### src/rtl/tagsort_pkg.sv
// Shared constants for the four-slot identifier sorter.
// A sort key is {invalid flag, identifier, slot number}, so that invalid
// slots order last and equal identifiers order by slot.
package tagsort_pkg;
    localparam int SLOTS = 4;
    localparam int IDX_W = 2;
endpackage

### src/rtl/tagsort_cmpx.sv
// Compare-exchange cell: routes the smaller of two keys to lo and the larger to hi.
// Assumes the keys are unsigned and distinct, which the slot field guarantees.
module tagsort_cmpx #(
    parameter int KW = 19
) (
    input  logic [KW-1:0] a,
    input  logic [KW-1:0] b,
    output logic [KW-1:0] lo,
    output logic [KW-1:0] hi
);
    // Order the pair
    always_comb begin
        if (a > b) begin
            lo = b;
            hi = a;
        end else begin
            lo = a;
            hi = b;
        end
    end
endmodule

### src/rtl/tagsort_net.sv
// Four-leaf sort tree. Two pairs are sorted, then their minimum and maximum
// are merged, and the two middle keys are compared last. Purely combinational.
// Assumes four keys packed with slot 0 at the LSB. The output keeps the same
// packing, with rank 0 (smallest) at the LSB.
module tagsort_net #(
    parameter int KW = 19
) (
    input  logic [4*KW-1:0] k_in,
    output logic [4*KW-1:0] k_out
);
    logic [KW-1:0] s1 [4];
    logic [KW-1:0] s2 [4];
    logic [KW-1:0] mid_lo;
    logic [KW-1:0] mid_hi;

    // Leaf layer: sort the pairs (0,1) and (2,3)
    for (genvar g = 0; g < 2; g++) begin : g_leaf
        tagsort_cmpx #(.KW(KW)) u_pair (
            .a (k_in[(2*g)*KW +: KW]),
            .b (k_in[(2*g+1)*KW +: KW]),
            .lo(s1[2*g]),
            .hi(s1[2*g+1])
        );
    end

    // Merge layer: global minimum and maximum
    for (genvar g = 0; g < 2; g++) begin : g_merge
        tagsort_cmpx #(.KW(KW)) u_merge (
            .a (s1[g]),
            .b (s1[g+2]),
            .lo(s2[g]),
            .hi(s2[g+2])
        );
    end

    // Root: settle the two middle ranks
    tagsort_cmpx #(.KW(KW)) u_root (
        .a (s2[1]),
        .b (s2[2]),
        .lo(mid_lo),
        .hi(mid_hi)
    );

    assign k_out = {s2[3], mid_hi, mid_lo, s2[0]};
endmodule

### src/rtl/tagsort_drain.sv
// Hold stage plus read-kill serializer. The hold register takes the sorted
// set on the handoff pulse. The serializer takes it when idle or on its last
// item, then shifts out one valid key per cycle.
// Assumes handoff pulses are at least 4 cycles apart, so the hold stage
// never overflows.
module tagsort_drain
    import tagsort_pkg::*;
#(
    parameter int ID_W = 16,
    localparam int KW  = 1 + ID_W + IDX_W
) (
    input  logic              clk,
    input  logic              rst_n,
    input  logic              load,
    input  logic [4*KW-1:0]   keys,
    output logic [ID_W-1:0]   id_out,
    output logic [IDX_W-1:0]  slot_out,
    output logic              id_vld,
    output logic              busy
);
    logic [4*KW-1:0] hold_key;
    logic            hold_full;
    logic [KW-1:0]   sq [4];
    logic [2:0]      cnt;
    logic [2:0]      nv;
    logic            take;

    // Count valid keys in the held set
    always_comb begin
        nv = 3'd0;
        for (int i = 0; i < SLOTS; i++) begin
            if (!hold_key[i*KW + KW - 1]) nv = nv + 3'd1;
        end
    end

    assign take = hold_full && (cnt <= 3'd1);

    // Hold stage: capture on handoff, release to the serializer
    always_ff @(posedge clk) begin
        if (!rst_n) begin
            hold_full <= 1'b0;
            hold_key  <= '1;
        end else if (load) begin
            hold_full <= 1'b1;
            hold_key  <= keys;
        end else if (take) begin
            hold_full <= 1'b0;
        end
    end

    // Serializer: reload or shift one key per cycle
    always_ff @(posedge clk) begin
        if (!rst_n) begin
            cnt <= 3'd0;
            for (int i = 0; i < SLOTS; i++) sq[i] <= '1;
        end else if (take) begin
            cnt <= nv;
            for (int i = 0; i < SLOTS; i++) sq[i] <= hold_key[i*KW +: KW];
        end else if (cnt != 3'd0) begin
            cnt <= cnt - 3'd1;
            for (int i = 0; i < SLOTS - 1; i++) sq[i] <= sq[i+1];
            sq[SLOTS-1] <= '1;
        end
    end

    assign id_vld   = (cnt != 3'd0);
    assign id_out   = sq[0][IDX_W +: ID_W];
    assign slot_out = sq[0][IDX_W-1:0];
    assign busy     = id_vld || hold_full;

    AST_NO_OVERRUN: assert property (@(posedge clk) disable iff (!rst_n)
        load |-> !hold_full);
    AST_HOLD_KEEP: assert property (@(posedge clk) disable iff (!rst_n)
        (hold_full && !take && !load) |=> (hold_full && $stable(hold_key)));
    AST_ASCENDING: assert property (@(posedge clk) disable iff (!rst_n)
        (cnt >= 3'd2) |-> (sq[0] < sq[1]));
    AST_ONLY_VALID: assert property (@(posedge clk) disable iff (!rst_n)
        (cnt != 3'd0) |-> !sq[0][KW-1]);
    AST_ONE_PER_CYCLE: assert property (@(posedge clk) disable iff (!rst_n)
        ((cnt > 3'd1) && !take) |=> (cnt == $past(cnt) - 3'd1));
endmodule

### src/rtl/tagsort_top.sv
// Four-tag ascending sorter with read-kill serializer.
// tag_clk is a divided copy of clk, sampled as data. Its sampled rise
// captures the slot set, and its sampled fall hands the sorted set on.
// Assumes a tag period of at least 4 clk cycles.
module tagsort_top
    import tagsort_pkg::*;
#(
    parameter int ID_W = 16,
    localparam int KW  = 1 + ID_W + IDX_W
) (
    input  logic                  clk,
    input  logic                  rst_n,
    input  logic                  tag_clk,
    input  logic [SLOTS*ID_W-1:0] id_in,
    input  logic [SLOTS-1:0]      id_ok,
    output logic [ID_W-1:0]       id_out,
    output logic [IDX_W-1:0]      slot_out,
    output logic                  id_vld,
    output logic                  kill_stb,
    output logic [ID_W-1:0]       kill_id,
    output logic                  busy
);
    logic              tag_q;
    logic              tag_rise;
    logic              tag_fall;
    logic [4*KW-1:0]   leaf;
    logic [4*KW-1:0]   ranked;

    // Remember last sampled tag clock level
    always_ff @(posedge clk) begin
        if (!rst_n) tag_q <= 1'b0;
        else        tag_q <= tag_clk;
    end

    assign tag_rise = tag_clk && !tag_q;
    assign tag_fall = !tag_clk && tag_q;

    // Capture the slot set as sort keys on the tag clock rise
    always_ff @(posedge clk) begin
        if (!rst_n) begin
            leaf <= '1;
        end else if (tag_rise) begin
            for (int s = 0; s < SLOTS; s++) begin
                leaf[s*KW +: KW] <= {~id_ok[s], id_in[s*ID_W +: ID_W], IDX_W'(s)};
            end
        end
    end

    tagsort_net #(.KW(KW)) u_net (
        .k_in (leaf),
        .k_out(ranked)
    );

    tagsort_drain #(.ID_W(ID_W)) u_drain (
        .clk     (clk),
        .rst_n   (rst_n),
        .load    (tag_fall),
        .keys    (ranked),
        .id_out  (id_out),
        .slot_out(slot_out),
        .id_vld  (id_vld),
        .busy    (busy)
    );

    assign kill_stb = id_vld;
    assign kill_id  = id_out;

    AST_LEAF_KEEP: assert property (@(posedge clk) disable iff (!rst_n)
        !tag_rise |=> $stable(leaf));
    AST_BUSY_COVERS: assert property (@(posedge clk) disable iff (!rst_n)
        id_vld |-> busy);
endmodule

### config.mk
export PLATFORM = sky130hd
export DESIGN_NAME = tagsort_top
export DESIGN_NICKNAME = d
export VERILOG_FILES = /design/src/rtl/tagsort_pkg.sv /design/src/rtl/tagsort_cmpx.sv /design/src/rtl/tagsort_net.sv /design/src/rtl/tagsort_drain.sv /design/src/rtl/tagsort_top.sv
export SDC_FILE = /design/constraint.sdc
export NUM_CORES = 1
export LEC_CHECK = 0
export ABC_AREA = 1
export BUFFER_PORTS_ARGS = -buffer_cell sky130_fd_sc_hd__buf_4
export CAP_MARGIN = 20
export CORE_MARGIN = 2
export CORE_UTILIZATION = 55
export DETAILED_ROUTE_END_ITERATION = 8
export PLACE_DENSITY = 0.74
export RECOVER_POWER = 50
export SYNTH_ARGS = -nofsm -noshare
export SYNTH_HDL_FRONTEND = slang
export SYNTH_SLANG_ARGS = --single-unit
### constraint.sdc
create_clock -name clk -period 8.89 [get_ports clk]
set_clock_uncertainty 0.2 [all_clocks]
set_input_delay 1.778 -clock clk [delete_from_list [all_inputs] [get_ports clk]]
set_output_delay 1.778 -clock clk [all_outputs]
set_load 0.02 [all_outputs]
# After elaboration in Yosys (flattened, before gate mapping)
# Memories as Yosys holds them, arrays and structs flattened.
# Cells that the tools add are included.
word_totals:
  wordCells: 71
  out_inout_bits: 37
  mem_bits_rw: 76
  n_memories: 1
  input_bits: 71
  ff_bits: 153
memory_table:
  columns: ["memory", "words", "word_bits", "rd", "rd_clocked_by_memory_dff", "wr", "line", "source"]
  rows:
  - ["u_drain.sq", 4, 19, 4, 0, 4, "tagsort_drain.sv:23", "logic [KW-1:0] sq [4];"]
classes:
  n_lt_le_gt_ge: 6
  reduce_logical: 9
  mux: 34
  n_addsub: 4
  bitwise: 12
op_table:
  columns: ["op", "n"]
  rows:
  - ["$mux W19", 18]
  - ["$gt A19 B19 Y1", 5]
  - ["$mux W3", 5]
  - ["$mux W1", 11]
  - ["$or A1 B1 Y1", 8]
  - ["$add A3 B1 Y3 const B", 2]
  - ["$not A1 Y1", 4]
  - ["$reduce_bool A2 Y1", 2]
  - ["$le A3 B1 Y1 const B", 1]
  - ["$logic_and A1 B1 Y1", 3]
  - ["$reduce_bool A3 Y1", 1]
  - ["$sub A3 B1 Y3 const B", 1]
  - ["$add A1 B1 Y2 const B", 1]
  - ["$logic_not A1 Y1", 2]
  - ["$logic_or A1 B1 Y1", 1]

# Longest topological paths before layout
# Gate-level depths: netlist of the first run.
logic_depth:
  depth_word: 8
  depth_mapped: 44
  depth_no_buf: 41

# Hierarchy
# From an unflattened synthesis of the first run, not the netlist that was laid out.
hier_totals:
  hier_cells: 2097
  hier_area_um2: 14343.8
modules_own_cells:
  columns: ["mod", "cells_per_inst", "area_per_inst_um2", "seq_area_each_um2", "n_inst"]
  rows:
  - ["tagsort_drain", 704, 6281.0, 3583.4, 1]
  - ["tagsort_cmpx", 212, 1078.5, 0.0, 5]
  - ["tagsort_top", 333, 2670.1, 1401.3, 1]

# Worst setup path before layout of the first run
# OpenSTA, ideal clock, no wires.
synth_path:
  path_kind: "register -> register"
  start: "register leaf[37]"
  end: "register u_drain.hold_key[42]"
  n_path_buf: 4
  setup_ns: 0.115
  path_stages_with_launch: 37
  t_arrival_ns: 4.412
  required_ns: 8.575
  synth_period_minus_slack_ns: 4.727
  slack_ns: 4.163
  cell_sequence: "dfxtp_1 inv_1 ha_1 a21oi_1 o21ai_0 a21oi_1 nand2_4 nand2_4 buf_6 nand2_1 nand2_1 inv_1 ha_1 nand2_1 nor2_1 and2_1 nand3_1 nand3_2 nand2_4 buf_4 nand3_1 and2_1 ha_1 nand2_1 inv_1 o21ai_1 nand2_1 nand2_1 nand3_1 nand2_1 nand3_2 nand2_1 buf_2 buf_2 nand3_1 nand3_1 nand2_1"
synth_between:
  elab_chain_cells: 6
  word_cells_on_any_way: 9
  cone_classes: "order compare (4); mux (5)"
synth_lines:
  columns: ["element", "line", "source"]
  rows:
  - ["from (decl)", "tagsort_top.sv:26", "logic [4*KW-1:0] leaf;"]
  - ["from (signal, indexed assignment)", "tagsort_top.sv:44", "leaf[s*KW +: KW] <= {~id_ok[s], id_in[s*ID_W +: ID_W], IDX_W'(s)};"]
  - ["$gt A19 B19 Y1", "tagsort_cmpx.sv:13", "if (a > b) begin"]
  - ["$mux W19", "tagsort_cmpx.sv:13", null]
  - ["$gt A19 B19 Y1", "tagsort_cmpx.sv:13", null]
  - ["$mux W19", "tagsort_cmpx.sv:13", null]
  - ["$gt A19 B19 Y1", "tagsort_cmpx.sv:13", null]
  - ["$mux W19 (*)", "tagsort_cmpx.sv:13", null]
  - ["to (signal assigned)", "tagsort_drain.sv:45", "hold_key <= keys;"]
  - ["to (decl)", "tagsort_drain.sv:21", "logic [4*KW-1:0] hold_key;"]
# Every way passes the cells marked *; elsewhere a longest branch is shown, timed or not.
# A chain may end at the register's enable or synchronous reset.

# Final worst setup path of the first run
layout_path:
  start: "register leaf[67]"
  end: "register u_drain.hold_key[26]"
# The elaborated chain is that of the path after synthesis.

==> summary.md, run 1 <==
| Metric | Value |
|---|---|
| Status | `finished with violations` |
| Violated checks | `capacitance limit, slew limit` |
| Starting density of the core | `56.1%` |
| Worst setup EP type | `flop` |
| Post-CTS sizing | `0` |
| Top FF cell, synth | `sky130_fd_sc_hd__dfxtp_1` |
| Part of the Yosys area used for sequential elements | `36.5%` |
| Number of ports placed on the die boundary | `108` |
| Leading cell type in the layout, fill and taps excluded | `sky130_fd_sc_hd__nand2_1` |
| Setup ws final | `1.93 ns` |
| Type of element launching the critical path | `flop` |
| Total of max-cap violations | `4` |
| Hold violation count in the final report | `0` |
| Pin count of the biggest net entering global routing | `126` |
| Post-route setup TNS | `0 ns` |
| Number of enable-type register cells in the synthesized netlist | `54` |
| Max Freq | `144 MHz` |
| Power density cells | `309 nW/um^2` |
| Yosys top cell by area | `sky130_fd_sc_hd__dfxtp_1` |
| Synth top area cells | `sky130_fd_sc_hd__dfxtp_1 (25%), sky130_fd_sc_hd__nand2_1 (15%), sky130_fd_sc_hd__edfxtp_1 (12%), sky130_fd_sc_hd__nand3_1 (11%), sky130_fd_sc_hd__ha_1 (8.7%)` |
| Required time of the worst setup path | `9.10 ns` |
| Post-synthesis instance total | `1840` |
| H-Tree Level Count | `1` |
| Final setup fails | `0` |
| Total area of multi-input combinational cells | `7340 sq um` |
| Mapped Avg Cell Area | `7.42 sq um` |
| Residual antenna-violating net count after detailed routing | `0` |
| Fraction of post-synthesis cell area in the top cell type by area | `24.6%` |
| Detailed-placement wirelength estimate | `31.2 mm` |
| GRT Util Overall | `32.8%` |
| Worst Max-Slew Pin Slew | `3.96 ns` |
| Avg Vias per Cell | `5.73` |
| Min Tclk post-route | `6.96 ns` |
| Maximum vdd ir drop | `0.000367 V` |
| Post-synthesis instance area | `13600 sq um` |
| Bufs on Longest Clock Path | `3` |
| Cell chosen for the clock root | `sky130_fd_sc_hd__clkbuf_16` |
| Crit path largest cell delay | `0.61 ns` |
| Port bufs | `107` |
| Die height | `162 um` |
| Largest fanout on the critical path | `36` |
| RSZ-0062 raised after global routing | `false` |
| Fillers | `2276` |
| Starting DRT DRC Count | `1135` |
| Number of unique standard cell types used by synthesis | `43` |
| Standard cell core area | `24300 sq um` |
| Number of flip-flops and latches in the synthesized netlist | `222` |
| Clock network latency to the later pin of the worst-skew pair | `0.54 ns` |
| Post-DR wirelength/cell | `19.2 um` |
| TritonCTS clock tree | `built` |
| Number of rows created at floorplan | `57` |
| RD Place Congestion | `1.06` |
| Footprint of the flip-flops and latches | `4980 sq um` |
| Die ar. | `26100 sq um` |
| Proportion of synthesized flip-flops having asynchronous set or reset | `0%` |
| Overall via count from detail_route | `12635` |
| Clock-pin slew of the registers on the worst-case setup and hold paths | `0.06 ns` |
| Final-stage net count | `2030` |
| Detailed-route DRC error count | `0` |
| TritonCTS buffer count | `24` |
| Final cycle utilization of the critical path | `78.3%` |
| Signal arrival time at the worst endpoint | `7.17 ns` |
| Number of hold buffers added after cts | `0` |
| Number of inserted diodes | `0` |
| Share of final-layout standard cells stronger than drive strength 1 | `10.8%` |
| Vias in the first global route | `12193` |
| Slowest cell on the critical path | `sky130_fd_sc_hd__nand2_8` |
| Aggregate global routing overflow | `0` |
| Count of yosys warnings during synthesis | `0` |
| Leak | `6.68 nW` |
| Antenna violations before repair | `0` |
| Highest-count cells in the layout ignoring fill and taps | `sky130_fd_sc_hd__nand2_1 (530), sky130_fd_sc_hd__nand3_1 (291), sky130_fd_sc_hd__dfxtp_1 (168)` |
| Crit Path Category | `flop to flop` |
| Final Max Slew Viols | `265` |
| CTS sink cnt | `222` |
| Class of the worst hold path | `flop to flop` |
| Pre-CTS WS | `2.11 ns` |
| Post-Synthesis Net Count | `2006` |
| Detailed Route WL | `42.3 mm` |
| Post-CTS Setup Repair Bufs | `0` |
| Slew HR | `-164%` |
| TritonRoute pass-1 iters | `7` |
| Area overhead of the layout relative to synthesis | `9.35%` |
| Wire length of the first global-routing pass | `67.6 mm` |
| Die Width | `162 um` |
| Cell seen most often among critical-path stages | `sky130_fd_sc_hd__nand2_1` |
==> worst paths after layout <==
kind,from,to,slack [ns],cells past startpoint
hold reg to reg,u_drain.hold_key[36],u_drain.hold_key[36],0.27,2
hold / removal,u_drain.hold_key[36],u_drain.hold_key[36],0.27,2
setup reg to reg,leaf[67],u_drain.hold_key[26],1.93,32
setup / recovery,leaf[67],u_drain.hold_key[26],1.93,32
==> critical path, delay by kind of cell (launching register included) <==
| kind | cells | cell delay, ns |
|---|---|---|
| adders and majority gates | 3 | 0.73 |
| buffers and inverters | 4 | 1.05 |
| DFF | 1 | 0.31 |
| and+or+nand+nor | 25 | 4.47 |
==> routing by layer <==
layer	track usage [%]	wire (um)	part of all wire (%)	vias to the layer above
li1	-	-	-	6195
met1	42.0	17800	42	5900
met3	4.60	2710	6.4	87
met4	12.3	1710	4.1	0
met5	0	0	0	-
met2	56.4	20100	47	453
==> layout make-up <==
cell class | instances | area share (%)
multi-input combinational | 1326 | 49.2
sequential | 222 | 33.4
timing repair buffer | 117 | 5.20
clock inverter | 10 | 0.495
tap | 324 | 2.72
clock buffer | 34 | 4.55
inverter | 173 | 4.41
==> report_power, final <==
group	switching, mW	total (mW)	internal, mW
combinational	1.68	2.37	0.690
clock	0.417	0.976	0.559
sequential	0.0639	1.27	1.20
==> per-stage QoR <==
stage	util (%)	hold slack (ns)	std cells	power [mW]	instance area (sq um)
global placement	58.7	0.253	2160	3.66	14300
floorplan	-	0.241	1840	3.09	13600
finish	61.4	0.269	2206	4.61	14900
detailed placement	58.7	0.254	2160	3.67	14300
global route	61.4	0.291	2206	4.94	14900
CTS	61.7	0.270	2204	4.64	15000
==> sequential cells by signal, summed over array words and instances (netlist names) <==
name               flops
leaf                  69
u_drain.cnt            3
u_drain.sq            72
u_drain.hold_key      76
tag_q                  1
u_drain.hold_full      1
==> synthesized netlist by cell type, types with 25 or more instances <==
master	number
sky130_fd_sc_hd__nand3_1	291
sky130_fd_sc_hd__o22ai_1	36
sky130_fd_sc_hd__a21oi_1	117
sky130_fd_sc_hd__nand3_2	34
sky130_fd_sc_hd__clkbuf_1	56
sky130_fd_sc_hd__inv_1	164
sky130_fd_sc_hd__edfxtp_1	54
sky130_fd_sc_hd__dfxtp_1	168
sky130_fd_sc_hd__o211ai_1	64
sky130_fd_sc_hd__nand2_1	530
sky130_fd_sc_hd__nor2_1	37
sky130_fd_sc_hd__o21ai_0	25
sky130_fd_sc_hd__ha_1	95
sky130_fd_sc_hd__buf_2	25
==> cell families (layout without fill, tap and decap cells) <==
group	Yosys count	in the layout	share of synthesized area (%)
and+or+nand+nor	970	970	33.6
muxes	1	1	0.0734
buffers and inverters	292	334	9.68
adders and majority gates	95	95	8.71
AOI/OAI and AO/OA	256	256	11.1
xor gates and xnor gates	4	4	0.257
DFF	222	222	36.5
No activity file was read; power rests on OpenSTA's default activity.
==> run 2: changes to the inputs <==
- ABC_AREA: 1 -> 0
- PLACE_DENSITY: 0.74 -> 0.77
- clock period: 8.89 -> 5.7 ns (I/O delays scaled with it)
==> summary.md, run 2 <==
| Metric | Value |
|---|---|
| Status | `finished with violations` |
| Violated checks | `capacitance limit, slew limit, setup timing` |
| Post-synthesis instance total | `1710 (-7.1%)` |
| Slowest cell on the critical path | `sky130_fd_sc_hd__or4_4` |
| Synth top area cells | `sky130_fd_sc_hd__dfxtp_1 (23%), sky130_fd_sc_hd__edfxtp_1 (11%), sky130_fd_sc_hd__ha_1 (8.0%), sky130_fd_sc_hd__mux2i_4 (4.5%), sky130_fd_sc_hd__o211ai_1 (4.1%)` |
| Share of final-layout standard cells stronger than drive strength 1 | `37.2% (+26 points)` |
| H-Tree Level Count | `1 (unchanged)` |
| Overall via count from detail_route | `15684 (+24%)` |
| CTS sink cnt | `222 (unchanged)` |
| Die height | `168 um (+4.3%)` |
| GRT Util Overall | `34.4% (+1.5 points)` |
| Pin count of the biggest net entering global routing | `125 (-0.79%)` |
| Number of flip-flops and latches in the synthesized netlist | `222 (unchanged)` |
| Top Usage Layer GRT | `met2` |
| Max reg flops | `76 (unchanged)` |
| TritonCTS buffer count | `25 (+4.2%)` |
| Total of max-cap violations | `2 (-2)` |
| Post-Synthesis Net Count | `1876 (-6.5%)` |
| Number of ports placed on the die boundary | `108 (unchanged)` |
| Registers with the most flip-flops | `u_drain.hold_key x76, u_drain.sq x72, leaf x69` |
| Hold slack | `0.285 ns (+0.0156 ns)` |
| Vias in the first global route | `14687 (+20%)` |
| Type of element launching the critical path | `flop` |
| Number of hold buffers added after cts | `0 (unchanged)` |
| Post-DR wirelength/cell | `22.2 um (+16%)` |
| Residual antenna-violating net count after detailed routing | `0 (unchanged)` |
| Number of enable-type register cells in the synthesized netlist | `54 (unchanged)` |
| Detailed-placement wirelength estimate | `33.8 mm (+8.4%)` |
| Die ar. | `28400 sq um (+8.8%)` |
| Clock-pin slew of the registers on the worst-case setup and hold paths | `0.07 ns (about the same)` |
| Number of unique standard cell types used by synthesis | `60 (+40%)` |
| Total area of multi-input combinational cells | `9800 sq um (+33%)` |
| Wire length of the first global-routing pass | `78.7 mm (+17%)` |
| Required time of the worst setup path | `5.94 ns (-3.16 ns)` |
| Number of rows created at floorplan | `60 (+5.3%)` |
| Fillers | `1715 (-25%)` |
| Crit-path leading delay family | `compound AO/OA/AOI/OAI gates` |
| Crit path largest cell delay | `0.57 ns (-0.04 ns)` |
| Part of the Yosys area used for sequential elements | `33.5% (-3.0 points)` |
| Count of buffer and inverter cells on the critical path | `8 (+4)` |
| Cell chosen for the clock root | `sky130_fd_sc_hd__clkbuf_16` |
| Bufs on Longest Clock Path | `3 (unchanged)` |
| GRT met3 Usage | `4.61% (+0.011 points)` |
| Standard cell core area | `26700 sq um (+9.9%)` |
| Largest fanout on the critical path | `7 (-81%)` |
| Maximum vdd ir drop | `0.000361 V (-1.9%)` |
| Area overhead of the layout relative to synthesis | `39.9%` |
| Aggregate global routing overflow | `0 (unchanged)` |
| Worst Max-Slew Pin Slew | `3.56 ns (-0.396 ns)` |
| Die Width | `168 um (+4.3%)` |
| Global Route met1 Usage | `44.0% (+2.0 points)` |
| Detailed-route DRC error count | `0 (unchanged)` |
| Min Tclk post-route | `6.33 ns (-0.626 ns)` |
| Hold violation count in the final report | `0 (unchanged)` |
| Detailed Route WL | `54.3 mm (+28%)` |
| Max Freq | `158 MHz (+9.9%)` |
| Post-route setup TNS | `-22.24 ns (-22.24 ns)` |
| Final Max Slew Viols | `171 (-35%)` |
| Post-synthesis instance area | `14900 sq um (+9.0%)` |
| Yosys top cell by area | `sky130_fd_sc_hd__dfxtp_1` |
| Footprint of the flip-flops and latches | `5000 sq um (+0.33%)` |
| Top FF cell, synth | `sky130_fd_sc_hd__dfxtp_1` |
| Starting DRT DRC Count | `1861 (+64%)` |
| RD Place Congestion | `1.01 (-5.0%)` |
| Proportion of synthesized flip-flops having asynchronous set or reset | `0% (unchanged)` |
| Power density cells | `488 nW/um^2 (+58%)` |
| Final cycle utilization of the critical path | `111% (+33 points)` |
| Mapped Avg Cell Area | `8.70 sq um (+17%)` |
| Setup ws final | `-0.635 ns (-2.56 ns)` |
| Antenna violations before repair | `0 (unchanged)` |
| Cell with the most instances after synthesis | `sky130_fd_sc_hd__dfxtp_1` |
| TritonRoute pass-1 iters | `6 (-1)` |
| GR Layer Usage met2 | `58.8% (+2.4 points)` |
| Count of yosys warnings during synthesis | `0 (unchanged)` |
| Highest-count cells in the layout ignoring fill and taps | `sky130_fd_sc_hd__buf_4 (430), sky130_fd_sc_hd__dfxtp_1 (155), sky130_fd_sc_hd__nand2_1 (151)` |
| Total power of the final layout | `10.2 mW (+120%)` |
| List of most frequent post-synthesis cells | `sky130_fd_sc_hd__dfxtp_1 (168), sky130_fd_sc_hd__nand2_1 (155), sky130_fd_sc_hd__clkbuf_1 (126), sky130_fd_sc_hd__inv_1 (111), sky130_fd_sc_hd__nor2_1 (105)` |
| TritonCTS clock tree | `built` |
| Final-stage net count | `2253 (+11%)` |
| Clock network latency to the later pin of the worst-skew pair | `0.55 ns (about the same)` |
| Crit Path Category | `flop to flop` |
| Fraction of post-synthesis cell area in the top cell type by area | `22.6% (-2.0 points)` |
| Port bufs | `107 (unchanged)` |
| Worst setup EP type | `flop` |
| Slew HR | `-137% (+26 points)` |
| Class of the worst hold path | `flop to flop` |
| Signal arrival time at the worst endpoint | `6.58 ns (-0.59 ns)` |
| Top reg by flops | `u_drain.hold_key` |
| Leading cell type in the layout, fill and taps excluded | `sky130_fd_sc_hd__buf_4` |
| Final setup fails | `38 (+38)` |
| RSZ-0062 raised after global routing | `true` |
| Pre-CTS WS | `-0.392 ns (-2.50 ns)` |
| Starting density of the core | `55.6% (-0.47 points)` |
| Number of inserted diodes | `0 (unchanged)` |
| Avg Vias per Cell | `6.41 (+12%)` |
| Leak | `8.81 nW (+32%)` |
-- run 2: changes by cell type in the layout (fill, tap and decap cells not counted), sizes merged, moves of 42 or more --
cell,delta
o21ai,+62
nand3,-238
nand4,+42
a21oi,-80
nand2,-411
nor3,+84
and3,+69
buf,+399
a211oi,+69
mux2i,+62
nor2,+59
inv,-57
-- run 2: tightest hold or removal path: stages (launching register included) --
cell                       delay [ns]
sky130_fd_sc_hd__dfxtp_1         0.33
sky130_fd_sc_hd__nand2_1         0.05
sky130_fd_sc_hd__o311ai_1        0.07
-- run 2: cell families (layout without fill, tap and decap cells) --
family	count (synthesis)	after routing	share of synthesized area, %
flip-flops	222	222	33.5
XOR/XNOR	4	4	0.236
AND/OR/NAND/NOR	613	616	20.5
buffers and inverters	285	678	8.21
AO/OA/AOI/OAI	420	420	22.1
adder cells (fa/ha/maj)	95	95	7.99
multiplexers	71	71	7.42
-- run 2: final cells by class --
type	count	area share, %
repair buffers	520	20.8
well taps	341	2.05
clock buffers	36	3.45
inverters	112	2.03
flip-flops and latches	222	24.0
multi-input cells	1206	47.1
clock inverters	10	0.505
-- run 2: report_power, final --
part | internal, mW | leakage [nW] | switching, mW
clock | 0.928 | 0.397 | 0.702
sequential | 1.78 | 1.78 | 0.0899
combinational | 3.18 | 6.63 | 3.47
total | 5.90 | 8.81 | 4.26
-- run 2: layer usage --
layer  share of wire [%]  vias to the layer above
met5                   0                        -
met4                 6.2                        0
met3                 9.1                      247
met2                  46                      946
met1                  38                     7363
li1                    -                     7128
-- run 2: stage by stage --
| step | cells | instance area, sq um | utilization, % |
|---|---|---|---|
| floorplan | 1710 | 15100 | - |
| global placement | 2319 | 18400 | 68.8 |
| detailed placement | 2319 | 18400 | 68.8 |
| CTS | 2407 | 20100 | 75.1 |
| global route | 2447 | 20800 | 77.9 |
| finish | 2447 | 20800 | 77.9 |
-- run 2: final timing paths --
path / from / to / slack (ns) / depth (start not counted)
max reg2reg: leaf[23] / u_drain.hold_key[50] / -0.63 / 26
min: u_drain.hold_key[20] / u_drain.hold_key[20] / 0.28 / 2
min reg2reg: u_drain.hold_key[20] / u_drain.hold_key[20] / 0.28 / 2
max: leaf[23] / u_drain.hold_key[50] / -0.63 / 26
-- run 2: repair_timing --
item                       in CTS  in global routing
pin swaps                      38                 78
setup endpoints to repair      38                 38
setup buffers                  34                 40
gates cloned                    9                  4
resized for setup              82                102
==> run 3: changes to the inputs <==
- PLACE_DENSITY: 0.77 -> 0.84
==> summary.md, run 3 (same netlist as run 2, synthesis figures left out) <==
| Metric | Value |
|---|---|
| Status | `finished with violations` |
| Violated checks | `capacitance limit, slew limit, setup timing` |
| Power density cells | `515 nW/um^2 (+5.4%)` |
| Top reg by flops | `u_drain.hold_key` |
| Setup slack on the worst flop-to-flop path | `-1.04 ns (-0.41 ns)` |
| Detailed-route DRC error count | `0 (unchanged)` |
| Clock network latency to the later pin of the worst-skew pair | `0.58 ns (+0.03 ns)` |
| Total power of the final layout | `10.8 mW (+6.4%)` |
| Die Width | `168 um (unchanged)` |
| Overall via count from detail_route | `17019 (+8.5%)` |
| Final-stage net count | `2250 (-0.13%)` |
| Setup ws final | `-1.04 ns (-0.406 ns)` |
| Cell chosen for the clock root | `sky130_fd_sc_hd__clkbuf_16` |
| Max Freq | `148 MHz (-6.0%)` |
| Die height | `168 um (unchanged)` |
| Required time of the worst setup path | `5.96 ns (+0.02 ns)` |
| Number of rows created at floorplan | `60 (unchanged)` |
| Sequential share of power | `17.5% (-0.9 points)` |
| Highest-count cells in the layout ignoring fill and taps | `sky130_fd_sc_hd__buf_4 (419), sky130_fd_sc_hd__nand2_1 (153), sky130_fd_sc_hd__dfxtp_1 (152)` |
| Clock power share | `15.9% (about the same)` |
| Final cycle utilization of the critical path | `118% (+7.1 points)` |
| Residual antenna-violating net count after detailed routing | `0 (unchanged)` |
| Comb power frac | `66.6% (+1.1 points)` |
| Wire length of the first global-routing pass | `85.1 mm (+8.1%)` |
| Vias in the first global route | `15541 (+5.8%)` |
| Worst Max-Slew Pin Slew | `3.79 ns (+0.225 ns)` |
| Fillers | `1496 (-13%)` |
| Worst setup EP type | `flop` |
| Power Internal | `6.11 mW (+3.7%)` |
| Slowest cell on the critical path | `sky130_fd_sc_hd__a2111oi_0` |
| Leading cell type in the layout, fill and taps excluded | `sky130_fd_sc_hd__buf_4` |
| Post-DR wirelength/cell | `25.8 um (+16%)` |
| Starting density of the core | `55.6% (unchanged)` |
| Type of element launching the critical path | `flop` |
| Min Tclk post-route | `6.74 ns (+0.406 ns)` |
| Clock-pin slew of the registers on the worst-case setup and hold paths | `0.07 ns (about the same)` |
| TritonCTS clock tree | `built` |
| Number of ports placed on the die boundary | `108 (unchanged)` |
| Leak | `8.82 nW (+0.22%)` |
| Slew HR | `-152% (-15 points)` |
| Final setup fails | `38 (unchanged)` |
| Detailed Route WL | `63.0 mm (+16%)` |
| Standard cell core area | `26700 sq um (unchanged)` |
| Pin count of the biggest net entering global routing | `118 (-5.6%)` |
| TritonRoute pass-1 iters | `8 (+2)` |
| Registers with the most flip-flops | `u_drain.hold_key x76, u_drain.sq x72, leaf x69` |
| Number of inserted diodes | `0 (unchanged)` |
| TritonCTS buffer count | `25 (unchanged)` |
| Net switching share of the total power | `43.4% (+1.5 points)` |
| Avg Vias per Cell | `6.97 (+8.7%)` |
| Detailed-placement wirelength estimate | `33.1 mm (-2.1%)` |
| Crit path largest cell delay | `0.63 ns (+0.06 ns)` |
| RD Place Congestion | `0.992 (-1.5%)` |
| Aggregate global routing overflow | `0 (unchanged)` |
| Max reg flops | `76 (unchanged)` |
| Share of final-layout standard cells stronger than drive strength 1 | `38.1% (+0.83 points)` |
| Bufs on Longest Clock Path | `3 (unchanged)` |
| Maximum vdd ir drop | `0.000353 V (-2.1%)` |
| Class of the worst hold path | `flop to flop` |
| Port bufs | `107 (unchanged)` |
| Post-layout instance area | `21000 sq um (+0.93%)` |
| Total of max-cap violations | `3 (+1)` |
| Area overhead of the layout relative to synthesis | `41.2%` |
| Pre-CTS WS | `-0.445 ns (-0.0535 ns)` |
| Signal arrival time at the worst endpoint | `7.00 ns (+0.42 ns)` |
| Starting DRT DRC Count | `2469 (+33%)` |
| Final Max Slew Viols | `159 (-7.0%)` |
| Die ar. | `28400 sq um (unchanged)` |
| H-Tree Level Count | `1 (unchanged)` |
| Antenna violations before repair | `1 (+1)` |
| CTS sink cnt | `222 (unchanged)` |
| Largest fanout on the critical path | `30 (+23)` |
| P_sw | `4.69 mW (+10%)` |
| Hold violation count in the final report | `0 (unchanged)` |
| Placed Instance Area | `18200 sq um (-1.2%)` |
| Final cell utilization of the core | `78.6% (+0.72 points)` |
| RSZ-0062 raised after global routing | `true` |
| Crit Path Category | `flop to flop` |
| GRT Util Overall | `37.5% (+3.2 points)` |
[run 3: critical path, delay by kind of cell (launching register included)]
family	cells	cell delay, ns
AO/OA/AOI/OAI	12	2.92
buffers and inverters	9	1.28
multiplexers	1	0.41
adder cells (fa/ha/maj)	3	0.85
flip-flops	1	0.36
AND/OR/NAND/NOR	5	0.59
[run 3: stage by stage]
step	hold WS, ns	TNS (ns)	cells
2_1_floorplan	0.235	-3.08	1710
3_3_place_gp	0.263	-7.34	2293
3_5_place_dp	0.273	-15.30	2293
4_1_cts	0.288	-5.83	2405
5_1_grt	0.318	-44.75	2443
6_report	0.287	-36.00	2443
[run 3: cell type report]
cell class | instances | area [sq um] | share of cell area [%]
Sequential cell | 222 | 5000 | 23.8
Tap cell | 341 | 427 | 2.03
Multi-Input combinational cell | 1207 | 9960 | 47.4
Inverter | 112 | 420 | 2.00
Clock buffer | 30 | 644 | 3.07
Clock inverter | 15 | 195 | 0.930
Timing Repair Buffer | 516 | 4350 | 20.7
[run 3: final timing paths]
kind                  startpoint                    to  cells past startpoint
max                     leaf[71]  u_drain.hold_key[51]                     30
min          u_drain.hold_key[5]   u_drain.hold_key[5]                      2
max reg2reg             leaf[71]  u_drain.hold_key[51]                     30
min reg2reg  u_drain.hold_key[5]   u_drain.hold_key[5]                      2
[run 3: timing repair]
item | CTS | global route
endpoints found under the setup margin | 38 | 38
cloned | 13 | 2
setup buffers | 54 | 40
pin swaps | 43 | 60
hold buffers | 0 | 0
gates resized for setup | 106 | 122
[run 3: power by group through the flow]
stage / Clock (mW) / Combinational (mW) / Sequential (mW)
finish: 1.72 / 7.20 / 1.89
global route: 1.77 / 7.37 / 1.89
CTS: 1.69 / 5.76 / 1.87
detailed placement: 0 / 4.78 / 1.90
global placement: 0 / 4.63 / 1.89
floorplan: 0 / 3.03 / 1.88
[run 3: per-layer routing]
layer	part of all wire [%]	GRT usage (%)	up-vias
li1	-	-	7108
met1	35	46.6	7868
met2	42	59.9	1539
met3	13	7.22	502
met4	9.4	24.1	2
met5	0.014	0	-
